--- config.mk ---
export PLATFORM = sky130hd
export DESIGN_NAME = bfly_sched
export DESIGN_NICKNAME = d
export VERILOG_FILES = /design/src/rtl/bfly_pkg.sv /design/src/rtl/bfly_loop_ctr.sv /design/src/rtl/bfly_addr.sv /design/src/rtl/bfly_sched.sv
export SDC_FILE = /design/constraint.sdc
export NUM_CORES = 1
export LEC_CHECK = 0
export CAP_MARGIN = 20
export CORE_MARGIN = 10
export CORE_UTILIZATION = 25
export DETAILED_ROUTE_END_ITERATION = 6
export GPL_TIMING_DRIVEN = 0
export MAX_ROUTING_LAYER = met4
export SYNTH_ARGS = -nofsm -noshare
export SYNTH_HDL_FRONTEND = slang
export SYNTH_SLANG_ARGS = --single-unit
--- constraint.sdc ---
create_clock -name clk -period 11.4 [get_ports clk]
set_clock_uncertainty 0.1 [all_clocks]
set_input_delay 2.28 -clock clk [delete_from_list [all_inputs] [get_ports clk]]
set_output_delay 2.28 -clock clk [all_outputs]
set_load 0.01 [all_outputs]
--- src/rtl/bfly_pkg.sv ---
package bfly_pkg;
  typedef enum logic [1:0] {
    LEG_LOW  = 2'b00,
    LEG_HIGH = 2'b01,
    LEG_TWID = 2'b10,
    LEG_RSVD = 2'b11
  } bfly_leg_e;
endpackage

--- src/rtl/bfly_loop_ctr.sv ---
module bfly_loop_ctr #(
  parameter int CW = 5,
  parameter int SW = 3
) (
  input  logic          clk,
  input  logic          rst_n,
  input  logic          clear,
  input  logic          step,
  input  logic [SW-1:0] lg,
  output logic [SW-1:0] stage,
  output logic [CW-1:0] grp,
  output logic [CW-1:0] elem,
  output logic [CW-1:0] half_m1,
  output logic [CW-1:0] ngrp_m1,
  output logic          last_e,
  output logic          last_g,
  output logic          last_s
);
  // span = 2 << stage; half = 1 << stage; groups = N / span
  assign half_m1 = (CW'(1) << stage) - CW'(1);
  assign ngrp_m1 = (CW'(1) << (lg - SW'(1) - stage)) - CW'(1);
  assign last_e  = (elem == half_m1);
  assign last_g  = (grp == ngrp_m1);
  assign last_s  = (stage == lg - SW'(1));

  always_ff @(posedge clk or negedge rst_n) begin
    if (!rst_n) begin
      stage <= '0;
      grp   <= '0;
      elem  <= '0;
    end else if (clear) begin
      stage <= '0;
      grp   <= '0;
      elem  <= '0;
    end else if (step) begin
      if (!last_e) begin
        elem <= elem + CW'(1);
      end else begin
        elem <= '0;
        if (!last_g) begin
          grp <= grp + CW'(1);
        end else begin
          grp   <= '0;
          stage <= last_s ? '0 : stage + SW'(1);
        end
      end
    end
  end

  // an inner step leaves the outer counters alone
  a_r2_inner_step: assert property (@(posedge clk) disable iff (!rst_n)
    step && !clear && !last_e |=> elem == $past(elem) + CW'(1) && grp == $past(grp) && stage == $past(stage));
  // the last element wraps to the first
  a_r9_wrap: assert property (@(posedge clk) disable iff (!rst_n)
    step && !clear && last_e && last_g && last_s |=> stage == '0 && grp == '0 && elem == '0);
  // a restart lands on the first element
  a_r11_restart: assert property (@(posedge clk) disable iff (!rst_n)
    clear |=> stage == '0 && grp == '0 && elem == '0);
endmodule

--- src/rtl/bfly_addr.sv ---
module bfly_addr
  import bfly_pkg::*;
#(
  parameter int CW    = 5,
  parameter int SW    = 3,
  parameter int OFF_W = 8,
  parameter int IDX_W = 9
) (
  input  logic [SW-1:0]    lg,
  input  logic [SW-1:0]    stage,
  input  logic [CW-1:0]    grp,
  input  logic [CW-1:0]    elem,
  input  logic [CW-1:0]    half_m1,
  input  logic [CW-1:0]    ngrp_m1,
  input  bfly_leg_e        leg,
  input  logic             inv_mid,
  input  logic             inv_inner,
  input  logic [OFF_W-1:0] base,
  output logic [IDX_W-1:0] index
);
  function automatic logic [CW-1:0] mirror(input logic [CW-1:0] v,
                                           input logic [CW-1:0] top,
                                           input logic          en);
    return en ? top - v : v;
  endfunction

  function automatic logic [CW-1:0] pick_leg(input bfly_leg_e     m,
                                             input logic [CW-1:0] lo,
                                             input logic [CW-1:0] hi,
                                             input logic [CW-1:0] tw);
    case (m)
      LEG_HIGH: return hi;
      LEG_TWID: return tw;
      default:  return lo;
    endcase
  endfunction

  logic [CW-1:0] gsel, esel, grp_base, lo_leg, hi_leg, twid, sel;

  assign gsel     = mirror(grp, ngrp_m1, inv_mid);
  assign esel     = mirror(elem, half_m1, inv_inner);
  assign grp_base = gsel << (stage + SW'(1));
  assign lo_leg   = grp_base + esel;
  assign hi_leg   = lo_leg + half_m1 + CW'(1);
  assign twid     = esel << (lg - SW'(1) - stage);
  assign sel      = pick_leg(leg, lo_leg, hi_leg, twid);
  assign index    = IDX_W'(sel) + IDX_W'(base);
endmodule

--- src/rtl/bfly_sched.sv ---
module bfly_sched
  import bfly_pkg::*;
#(
  parameter int  LOG2_NMAX = 5,
  parameter int  OFF_W     = 8,
  localparam int SW        = $clog2(LOG2_NMAX + 1),
  localparam int IDX_W     = ((OFF_W > LOG2_NMAX) ? OFF_W : LOG2_NMAX) + 1
) (
  input  logic             clk,
  input  logic             rst_n,
  input  logic             start,
  input  logic             advance,
  input  logic [SW-1:0]    log2n,
  input  logic [1:0]       mode,
  input  logic             inv_mid,
  input  logic             inv_inner,
  input  logic [OFF_W-1:0] offset,
  output logic [IDX_W-1:0] index,
  output logic [2:0]       loopends,
  output logic             valid
);
  localparam int CW = LOG2_NMAX;

  function automatic logic [SW-1:0] clamp_lg(input logic [SW-1:0] v);
    if (v == '0) return SW'(1);
    if (v > SW'(LOG2_NMAX)) return SW'(LOG2_NMAX);
    return v;
  endfunction

  logic             run;
  logic [SW-1:0]    lg_q;
  bfly_leg_e        leg_q;
  logic             inv_mid_q, inv_inner_q;
  logic [OFF_W-1:0] base_q;

  always_ff @(posedge clk or negedge rst_n) begin
    if (!rst_n) begin
      run         <= 1'b0;
      lg_q        <= SW'(1);
      leg_q       <= LEG_LOW;
      inv_mid_q   <= 1'b0;
      inv_inner_q <= 1'b0;
      base_q      <= '0;
    end else if (start) begin
      run         <= 1'b1;
      lg_q        <= clamp_lg(log2n);
      leg_q       <= bfly_leg_e'(mode);
      inv_mid_q   <= inv_mid;
      inv_inner_q <= inv_inner;
      base_q      <= offset;
    end
  end

  // named internal events
  logic          step_ev;
  logic [SW-1:0] stage;
  logic [CW-1:0] grp, elem, half_m1, ngrp_m1;
  logic          last_e, last_g, last_s;

  assign step_ev = run & advance & ~start;

  bfly_loop_ctr #(.CW(CW), .SW(SW)) i_ctr (
    .clk     (clk),
    .rst_n   (rst_n),
    .clear   (start),
    .step    (step_ev),
    .lg      (lg_q),
    .stage   (stage),
    .grp     (grp),
    .elem    (elem),
    .half_m1 (half_m1),
    .ngrp_m1 (ngrp_m1),
    .last_e  (last_e),
    .last_g  (last_g),
    .last_s  (last_s)
  );

  bfly_addr #(.CW(CW), .SW(SW), .OFF_W(OFF_W), .IDX_W(IDX_W)) i_addr (
    .lg        (lg_q),
    .stage     (stage),
    .grp       (grp),
    .elem      (elem),
    .half_m1   (half_m1),
    .ngrp_m1   (ngrp_m1),
    .leg       (leg_q),
    .inv_mid   (inv_mid_q),
    .inv_inner (inv_inner_q),
    .base      (base_q),
    .index     (index)
  );

  assign loopends = {last_e & last_g & last_s, last_e & last_g, last_e};
  assign valid    = run;

  // nothing is presented before the first start
  a_r1_idle: assert property (@(posedge clk) disable iff (!rst_n)
    !valid && !start |=> !valid);
  // higher loop-end flags imply the lower ones
  a_r8_nested: assert property (@(posedge clk) disable iff (!rst_n)
    valid |-> (!loopends[2] || loopends[1]) && (!loopends[1] || loopends[0]));
  // a stall freezes the outputs
  a_r10_hold: assert property (@(posedge clk) disable iff (!rst_n)
    valid && !advance && !start |=> valid && $stable(index) && $stable(loopends));
  // the captured size stays within the supported range
  a_r12_clamp: assert property (@(posedge clk) disable iff (!rst_n)
    valid |-> lg_q >= SW'(1) && lg_q <= SW'(LOG2_NMAX));
endmodule

# == Word-level counts from Yosys, hierarchy flattened ==
# Cells that the tools add are included.
# word_totals
regBits,29
inputBits,19
output_inout_bits,13
wordCells,67
# classes
addsub,13
order_cmp,1
eq_ne,5
shifts,4
muxes,24
bitwise,5
n_reduce_logical,6
# ops
op,count
two-way mux 5 bit,9
two-way mux 3 bit,9
adder 5 x 1 -> 5 bit (second input constant),3
adder 5 bit,2
equality test 5 bit,2
case mux 5 bit (2 select lines),1
left shift 1 x 3 -> 5 bit (first input constant),2
left shift 5 x 3 -> 5 bit,2
subtractor 5 x 2 -> 5 bit (second input constant),2
subtractor 5 bit,2
adder 5 x 8 -> 9 bit,1
nonzero test 2 bit,3
two-way mux 1 bit,5
AND 1 bit,4
adder 3 x 1 -> 3 bit (second input constant),1
equality test 3 bit,1
> comparator 3 bit (second input constant),1
logical NOT 3 bit,1
AND reduction 3 bit,1
subtractor 3 x 1 -> 3 bit (second input constant),1
subtractor 3 bit,1
equality test 2 x 1 -> 1 bit (second input constant),1
equality test 2 bit (second input constant),1
AND reduction 2 bit,1
inverter 1 bit,1

# == Longest topological paths before layout ==
# Gate-level depths: netlist of the first run.
# logic_depth
depth_word,12
ltp_mapped,30

# == By module ==
# From an unflattened synthesis of the first run, not the netlist that was laid out.
# hier_totals
hier_cells,394
hier_area_um2,3395.8
# by_module_without_submodules
module,instances,cells_each,area_each_um2,seq_area_each_um2
bfly_addr,1,209,1502.7,0.0
bfly_loop_ctr,1,141,1231.2,325.3
bfly_sched,1,44,661.9,401.6

# == Worst setup path after synthesis of the first run ==
# Ideal clock, no wire load.
# synth_timing
path_type,register to output
from,reg lg_q[0]
to,out index[6]
arrival_ps,6217
required_ps,9020
path_slack_ps,2803
stages_incl_launch_ff,29
path_buffers,0
cell_sequence,dfstp_2 -> inv_1 -> ha_1 -> inv_1 -> fa_1 -> xnor2_4 -> inv_1 -> or3_1 -> ha_1 -> fa_1 -> mux2i_1 -> nand2_1 -> o21ai_0 -> and3_1 -> inv_1 -> fa_1 -> xnor2_1 -> ha_1 -> a21o_1 -> a21oi_1 -> xnor2_1 -> a21boi_0 -> o21ai_1 -> mux2_2 -> nand4_1 -> ha_1 -> nor2b_1 -> o21ai_0 -> xnor2_1
# synth_via
elab_chain_len,12
word_cells_on_any_way,13
cone_classes,add/sub (8); shift (3); mux (2)
# synth_lines
element,line,source
start: declaration,bfly_sched.sv:31,logic [SW-1:0] lg_q;
start signal: assignment,bfly_sched.sv:46,lg_q <= clamp_lg(log2n);
subtractor 3 x 1 -> 3 bit *,"bfly_loop_ctr.sv:21, bfly_addr.sv:45",
subtractor 3 bit *,"bfly_loop_ctr.sv:21, bfly_addr.sv:45",
left shift 1 x 3 -> 5 bit,bfly_loop_ctr.sv:21,assign ngrp_m1 = (CW'(1) << (lg - SW'(1) - stage)) - CW'(1);
subtractor 5 x 2 -> 5 bit,bfly_loop_ctr.sv:21,
subtractor 5 bit,bfly_addr.sv:24,return en ? top - v : v;
two-way mux 5 bit,bfly_addr.sv:24,
left shift 5 x 3 -> 5 bit,bfly_addr.sv:42,assign grp_base = gsel << (stage + SW'(1));
adder 5 bit,bfly_addr.sv:43,assign lo_leg = grp_base + esel;
adder 5 bit,bfly_addr.sv:44,assign hi_leg = lo_leg + half_m1 + CW'(1);
adder 5 x 1 -> 5 bit,bfly_addr.sv:44,
case mux 5 bit (2 select lines) *,bfly_addr.sv:31,case (m)
adder 5 x 8 -> 9 bit *,bfly_addr.sv:47,assign index = IDX_W'(sel) + IDX_W'(base);
end: declaration,bfly_sched.sv:18,"output logic [IDX_W-1:0] index,"
# Mark *: on every way between the ends. The rest lies on a longest branch, timed or not.

# == Worst setup path after layout of the first run ==
# Same ends and word-level chain as after synthesis.

==> results of run 1 <==
==> report_power, final <==
group	switching, mW	leakage [nW]	internal, mW
sequential	0.00833	0.365	0.111
clock	0.0469	0.0938	0.125
combinational	0.161	1.23	0.154
==> per-stage QoR <==
step	power (mW)	hold slack, ns
5_1_grt	0.657	0.434
3_5_place_dp	0.438	0.407
2_1_floorplan	0.337	0.387
6_report	0.607	0.416
4_1_cts	0.614	0.419
3_3_place_gp	0.433	0.399
==> path summary, 6_finish.rpt <==
kind / from / to / slack, ns / cells past startpoint
setup / recovery: lg_q[0]$_DFFE_PN1P_ / index[6] / 1.21 / 29
hold / removal: base_q[4]$_DFFE_PN0P_ / base_q[4]$_DFFE_PN0P_ / 0.42 / 1
setup reg to reg: lg_q[0]$_DFFE_PN1P_ / i_ctr.grp[4]$_DFFE_PN0P_ / 7.14 / 16
hold reg to reg: base_q[4]$_DFFE_PN0P_ / base_q[4]$_DFFE_PN0P_ / 0.42 / 1
max in group asynchronous: rst_n / lg_q[0]$_DFFE_PN1P_ / 8.33 / 2
min in group asynchronous: rst_n / i_ctr.grp[3]$_DFFE_PN0P_ / 2.26 / 1
==> cell families (layout without fill, tap and decap cells) <==
group | Yosys count | after routing | synth area share
AO/OA/AOI/OAI | 84 | 84 | 0.171
XOR/XNOR | 23 | 23 | 0.0765
adder cells (fa/ha/maj) | 41 | 41 | 0.176
buffers and inverters | 48 | 88 | 0.0663
flip-flops | 29 | 29 | 0.229
multiplexers | 21 | 21 | 0.0757
AND/OR/NAND/NOR | 119 | 119 | 0.205
==> cells in the final DEF (no fill, tap or decap), types with 5 or more instances in the layout <==
cell,netlist,layout
nor2b_1,10,10
inv_1,35,35
dfrtp_1,28,28
clkbuf_16,0,5
o21ai_0,21,21
nand4_1,5,5
ha_1,35,35
xor2_1,5,5
a21oi_1,19,19
a21o_1,7,7
or3_1,7,7
nand2_1,26,26
mux2_2,13,13
clkdlybuf4s50_1,0,31
nor2_1,24,24
nand3_1,9,9
nor3_1,9,9
fa_1,6,6
xnor2_1,15,15
clkbuf_1,6,6
mux2i_1,6,6
==> routing by layer <==
| layer | track usage | part of all wire |
|---|---|---|
| met5 | - | 0 |
| met3 | 0.0148 | 0.023 |
| met2 | 0.155 | 0.48 |
| met1 | 0.113 | 0.48 |
| met4 | 0.0263 | 0.016 |
==> sequential cells by signal (all words and copies together) (netlist names) <==
| signal | flops |
|---|---|
| inv_inner_q | 1 |
| i_ctr.grp | 5 |
| inv_mid_q | 1 |
| leg_q | 2 |
| valid | 1 |
| i_ctr.elem | 5 |
| lg_q | 3 |
| base_q | 8 |
| i_ctr.stage | 3 |
==> worst register-to-register path: stages (launching register included) <==
cell and delay [ns]:
dfstp_2 0.53, inv_1 0.06, ha_1 0.27, inv_1 0.07
fa_1 0.49, xnor2_4 0.34, inv_1 0.14, or3_1 0.33
ha_1 0.26, or2_2 0.34, a21oi_2 0.19, o21ai_0 0.13
a21oi_2 0.27, or3_1 0.15, buf_4 0.14, nor3_1 0.06
a211o_1 0.28
==> layout make-up <==
cell class                      count  area share
Clock buffer                        5      0.0321
Buffer                             13      0.0202
Tap cell                          172      0.0551
Clock inverter                      3      0.0167
Timing Repair Buffer               32      0.0834
Inverter                           35      0.0337
Multi-Input combinational cell    288       0.573
Sequential cell                    29       0.186
==> results.toml, run 1 <==
[worst_setup_path]
end_kind = "output port"
crit_slowest_cell = "clkdlybuf4s50_1"
required_ns = 9.02
cp_num_buf_inv = 5
crit_type = "reg2out"
cpLargestDelayFamily = "adder cells"
max_stage_delay_ns = 0.55
cp-start-kind = "register"
cp_max_fo = 8
worst-endpoint-arrival_ns = 7.81

[die]
initial_utilization = 0.253
io_pins = 32
die_y_um = 133
die-area_mm2 = 0.0176
num_rows = 41
die_w_um = 133
core_mm2 = 0.0125

[final_layout]
fillers = 1332
layout.nets = 464
area_growth_pct = 23.0
drive_gt1_frac = 0.111
fin_cells = 577
final_area_mm2 = 0.00390
multi_input_area_mm2 = 0.00223
seq_area_um2 = 727
final_util = 0.312
num_antenna_cells = 0

[clock_network]
path_clk_slew_ns = 0.05
holdBufCountCts = 0
insertion_delay_ns = 0.28
cts_inserted_buffers = 5
cts_buffer_depth = 2
post_cts_buffers = 0
cts_resized = 0
cts_tree = "built"
clock-sinks = 29
cts_htree_levels = 2
cts_root_buffer = "clkbuf_16"

[placed_design]
place_congestion = 0.904
post-place-cells = 569
dp_hpwl_um = 6430
port_buffers = 31
place_ws_ns = 1.52
dpl-instance-area_mm2 = 0.00371

[job]
drv_cap = 0

[global_route]
grt_max_degree = 20
antenna_found_initial = 0
grt_pass1_vias = 2729
grt_pass1_wl_um = 13300
grt_usage = 0.0927
overflow = 0

[yosys]
synthCells = 365
ys.flop_type = "dfrtp_1"
synthTopCellsByArea = "dfrtp_1, ha_1, mux2_2"
synth-seq-cells = 29
synth_area_mm2 = 0.00317
yosysUniqueCellTypes = 67
synth_nets = 425
synth_edf_count = 0
async_flop_share = 1.00
synth_common_cells = "ha_1, inv_1, dfrtp_1, nand2_1, nor2_1"
ys_warn_count = 0
ys_seq_area_frac = 0.229
yosysTopAreaCellShare = 0.221
yosys.area.top_type = "dfrtp_1"
syn_avg_cell_area_um2 = 8.69

[routing]
vias_per_cell = 4.66
drcViolationCount = 0
wl_um = 7790
drtPass1Iterations = 4
antenna_left = 0
drt_iter0_drc = 119
wl_per_cell_um = 13.5
vias = 2690

[power]
vdd_drop_max_mv = 0.0614
p_per_area_mw_per_mm2 = 156
p_leak_nw = 1.69

[timing]
tns_ns = 0
setup_ws_ns = 1.21
slew_viol_final = 0
tightest_slew_ns = 0.691
fin_crit_ns = 10.19
rsz0062_at_grt = "no"
slew_headroom = 0.535
hold_violations = 0
fmax_mhz = 98.1
setup_viol = 0
period_share = 0.894

[outcome]
status = "finished clean"

[min_path]
hold_class = "reg2reg"
(Power assumes the default switching activity.)
==> run 2: changes to the inputs <==
Settings changed: CAP_MARGIN 20 to not set, REMOVE_ABC_BUFFERS set to 1, SLEW_MARGIN set to 30.
==> results.toml, run 2 (synthesis gave the netlist of run 1 again) <==
[global_route]
grt_max_degree = 32
grt_usage = 0.0904
overflow = 0
grt_pass1_wl_um = 13000
grt_pass1_vias = 2723
antenna_found_initial = 0

[power]
p_leak_nw = 1.64
power.net_switching_mw = 0.217
p_per_area_mw_per_mm2 = 149
comb_power_share = 0.545
p_sw_frac = 0.384
vdd_drop_max_mv = 0.112
power_frac_clock = 0.239
p_int_mw = 0.349
pwr-share-seq = 0.216

[min_path]
hold_depth = 2
hold_class = "reg2reg"

[final_layout]
final_cell_mix = "inv_1, ha_1, clkdlybuf4s50_1"
top_register = "base_q"
layout.nets = 451
fillers = 1353
num_antenna_cells = 0
largest_reg_flops = 8
final_area_mm2 = 0.00379
reg_top3 = "base_q: 8 flops, i_ctr.elem: 5 flops, i_ctr.grp: 5 flops"
area_growth_pct = 19.4
drive_gt1_frac = 0.105

[timing]
setup_viol = 0
hold_violations = 0
tightest_slew_ns = 0.645
tns_ns = 0
slew_viol_final = 0
period_share = 0.891
slew_headroom = 0.570
rsz0062_at_grt = "no"
fmax_mhz = 98.5
fin_crit_ns = 10.15

[worst_setup_path]
worst-endpoint-arrival_ns = 7.77
crit_type = "reg2out"
crit_slowest_cell = "clkdlybuf4s50_1"
reg2regPathDepth = 15
max_stage_delay_ns = 0.57
required_ns = 9.02
cp_max_fo = 8
cp-start-kind = "register"
end_kind = "output port"

[job]
drv_cap = 0

[routing]
drt_iter0_drc = 111
drtPass1Iterations = 4
wl_per_cell_um = 13.5
vias_per_cell = 4.72
antenna_left = 0
wl_um = 7620
vias = 2662
drcViolationCount = 0

[die]
num_rows = 41
die_w_um = 133
initial_utilization = 0.253
core_mm2 = 0.0125
die-area_mm2 = 0.0176
io_pins = 32
die_y_um = 133

[clock_network]
clock-sinks = 29
post_cts_buffers = 0
holdBufCountCts = 0
cts_inserted_buffers = 5
cts_resized = 0
cts_htree_levels = 2
path_clk_slew_ns = 0.06
cts_tree = "built"
cts_root_buffer = "clkbuf_16"
cts_buffer_depth = 2
insertion_delay_ns = 0.28

[placed_design]
dp_hpwl_um = 6100
port_buffers = 31
place_congestion = 0.854
dpl-instance-area_mm2 = 0.00364

[outcome]
status = "finished clean"
## run 2: changes by cell type in the layout (fill, tap and decap cells not counted), sizes merged
cell           previous run  this run
clkdlybuf4s50            31        29
clkinv                    1         2
buf                       8         3
bufinv                    2         0
clkbuf                   11         6
## run 2: cell type report
type	instances	area (um^2)	share of cell area
Multi-Input combinational cell	288	2230	0.590
Sequential cell	29	727	0.192
Timing Repair Buffer	32	328	0.0865
Tap cell	172	215	0.0568
Clock buffer	6	139	0.0367
Inverter	35	131	0.0347
Clock inverter	2	13.8	0.00363
## run 2: critical path, delay by kind of cell (launching register included)
| family | cells | cell delay (ns) |
|---|---|---|
| fa+ha+maj | 7 | 2.64 |
| xor+xnor | 4 | 0.85 |
| mux | 2 | 0.53 |
| simple gates | 6 | 1.24 |
| compound gates | 5 | 0.79 |
| buf+inv | 5 | 0.89 |
| flops | 1 | 0.53 |
## run 2: through the flow
step                      worst slack, ns  hold WS (ns)   util  total power [mW]  cells
after detailed placement             1.59         0.401  0.290             0.435    556
after floorplan                      2.79         0.387      -             0.332    352
after CTS                            1.21         0.419  0.303             0.575    564
after global placement               1.63         0.398  0.289             0.429    555
final                                1.25         0.418  0.303             0.566    564
after global routing                0.644         0.439  0.303             0.614    564
## run 2: worst paths after layout
kind,startpoint,slack (ns),end
max,lg_q[0]$_DFFE_PN1P_,1.25,index[6]
min,lg_q[0]$_DFFE_PN1P_,0.42,lg_q[0]$_DFFE_PN1P_
max reg2reg,lg_q[0]$_DFFE_PN1P_,7.12,i_ctr.grp[4]$_DFFE_PN0P_
min reg2reg,lg_q[0]$_DFFE_PN1P_,0.42,lg_q[0]$_DFFE_PN1P_
max in group asynchronous,rst_n,8.87,lg_q[0]$_DFFE_PN1P_
min in group asynchronous,rst_n,1.83,base_q[2]$_DFFE_PN0P_
## run 2: power by group through the flow
stage | sequential [mW] | clock [mW] | combinational, mW
after floorplan | 0.121 | 0 | 0.211
after global placement | 0.124 | 0 | 0.305
after detailed placement | 0.124 | 0 | 0.311
after CTS | 0.122 | 0.140 | 0.313
after global routing | 0.124 | 0.142 | 0.348
final | 0.122 | 0.135 | 0.309
## run 2: layer usage
layer  track usage  vias to the layer above  share of wire
met4        0.0336                        0          0.020
met1         0.104                     1261           0.45
met2         0.154                       37           0.50
met3        0.0167                       14          0.022
li1              -                     1350              -
met5             -                        -              0
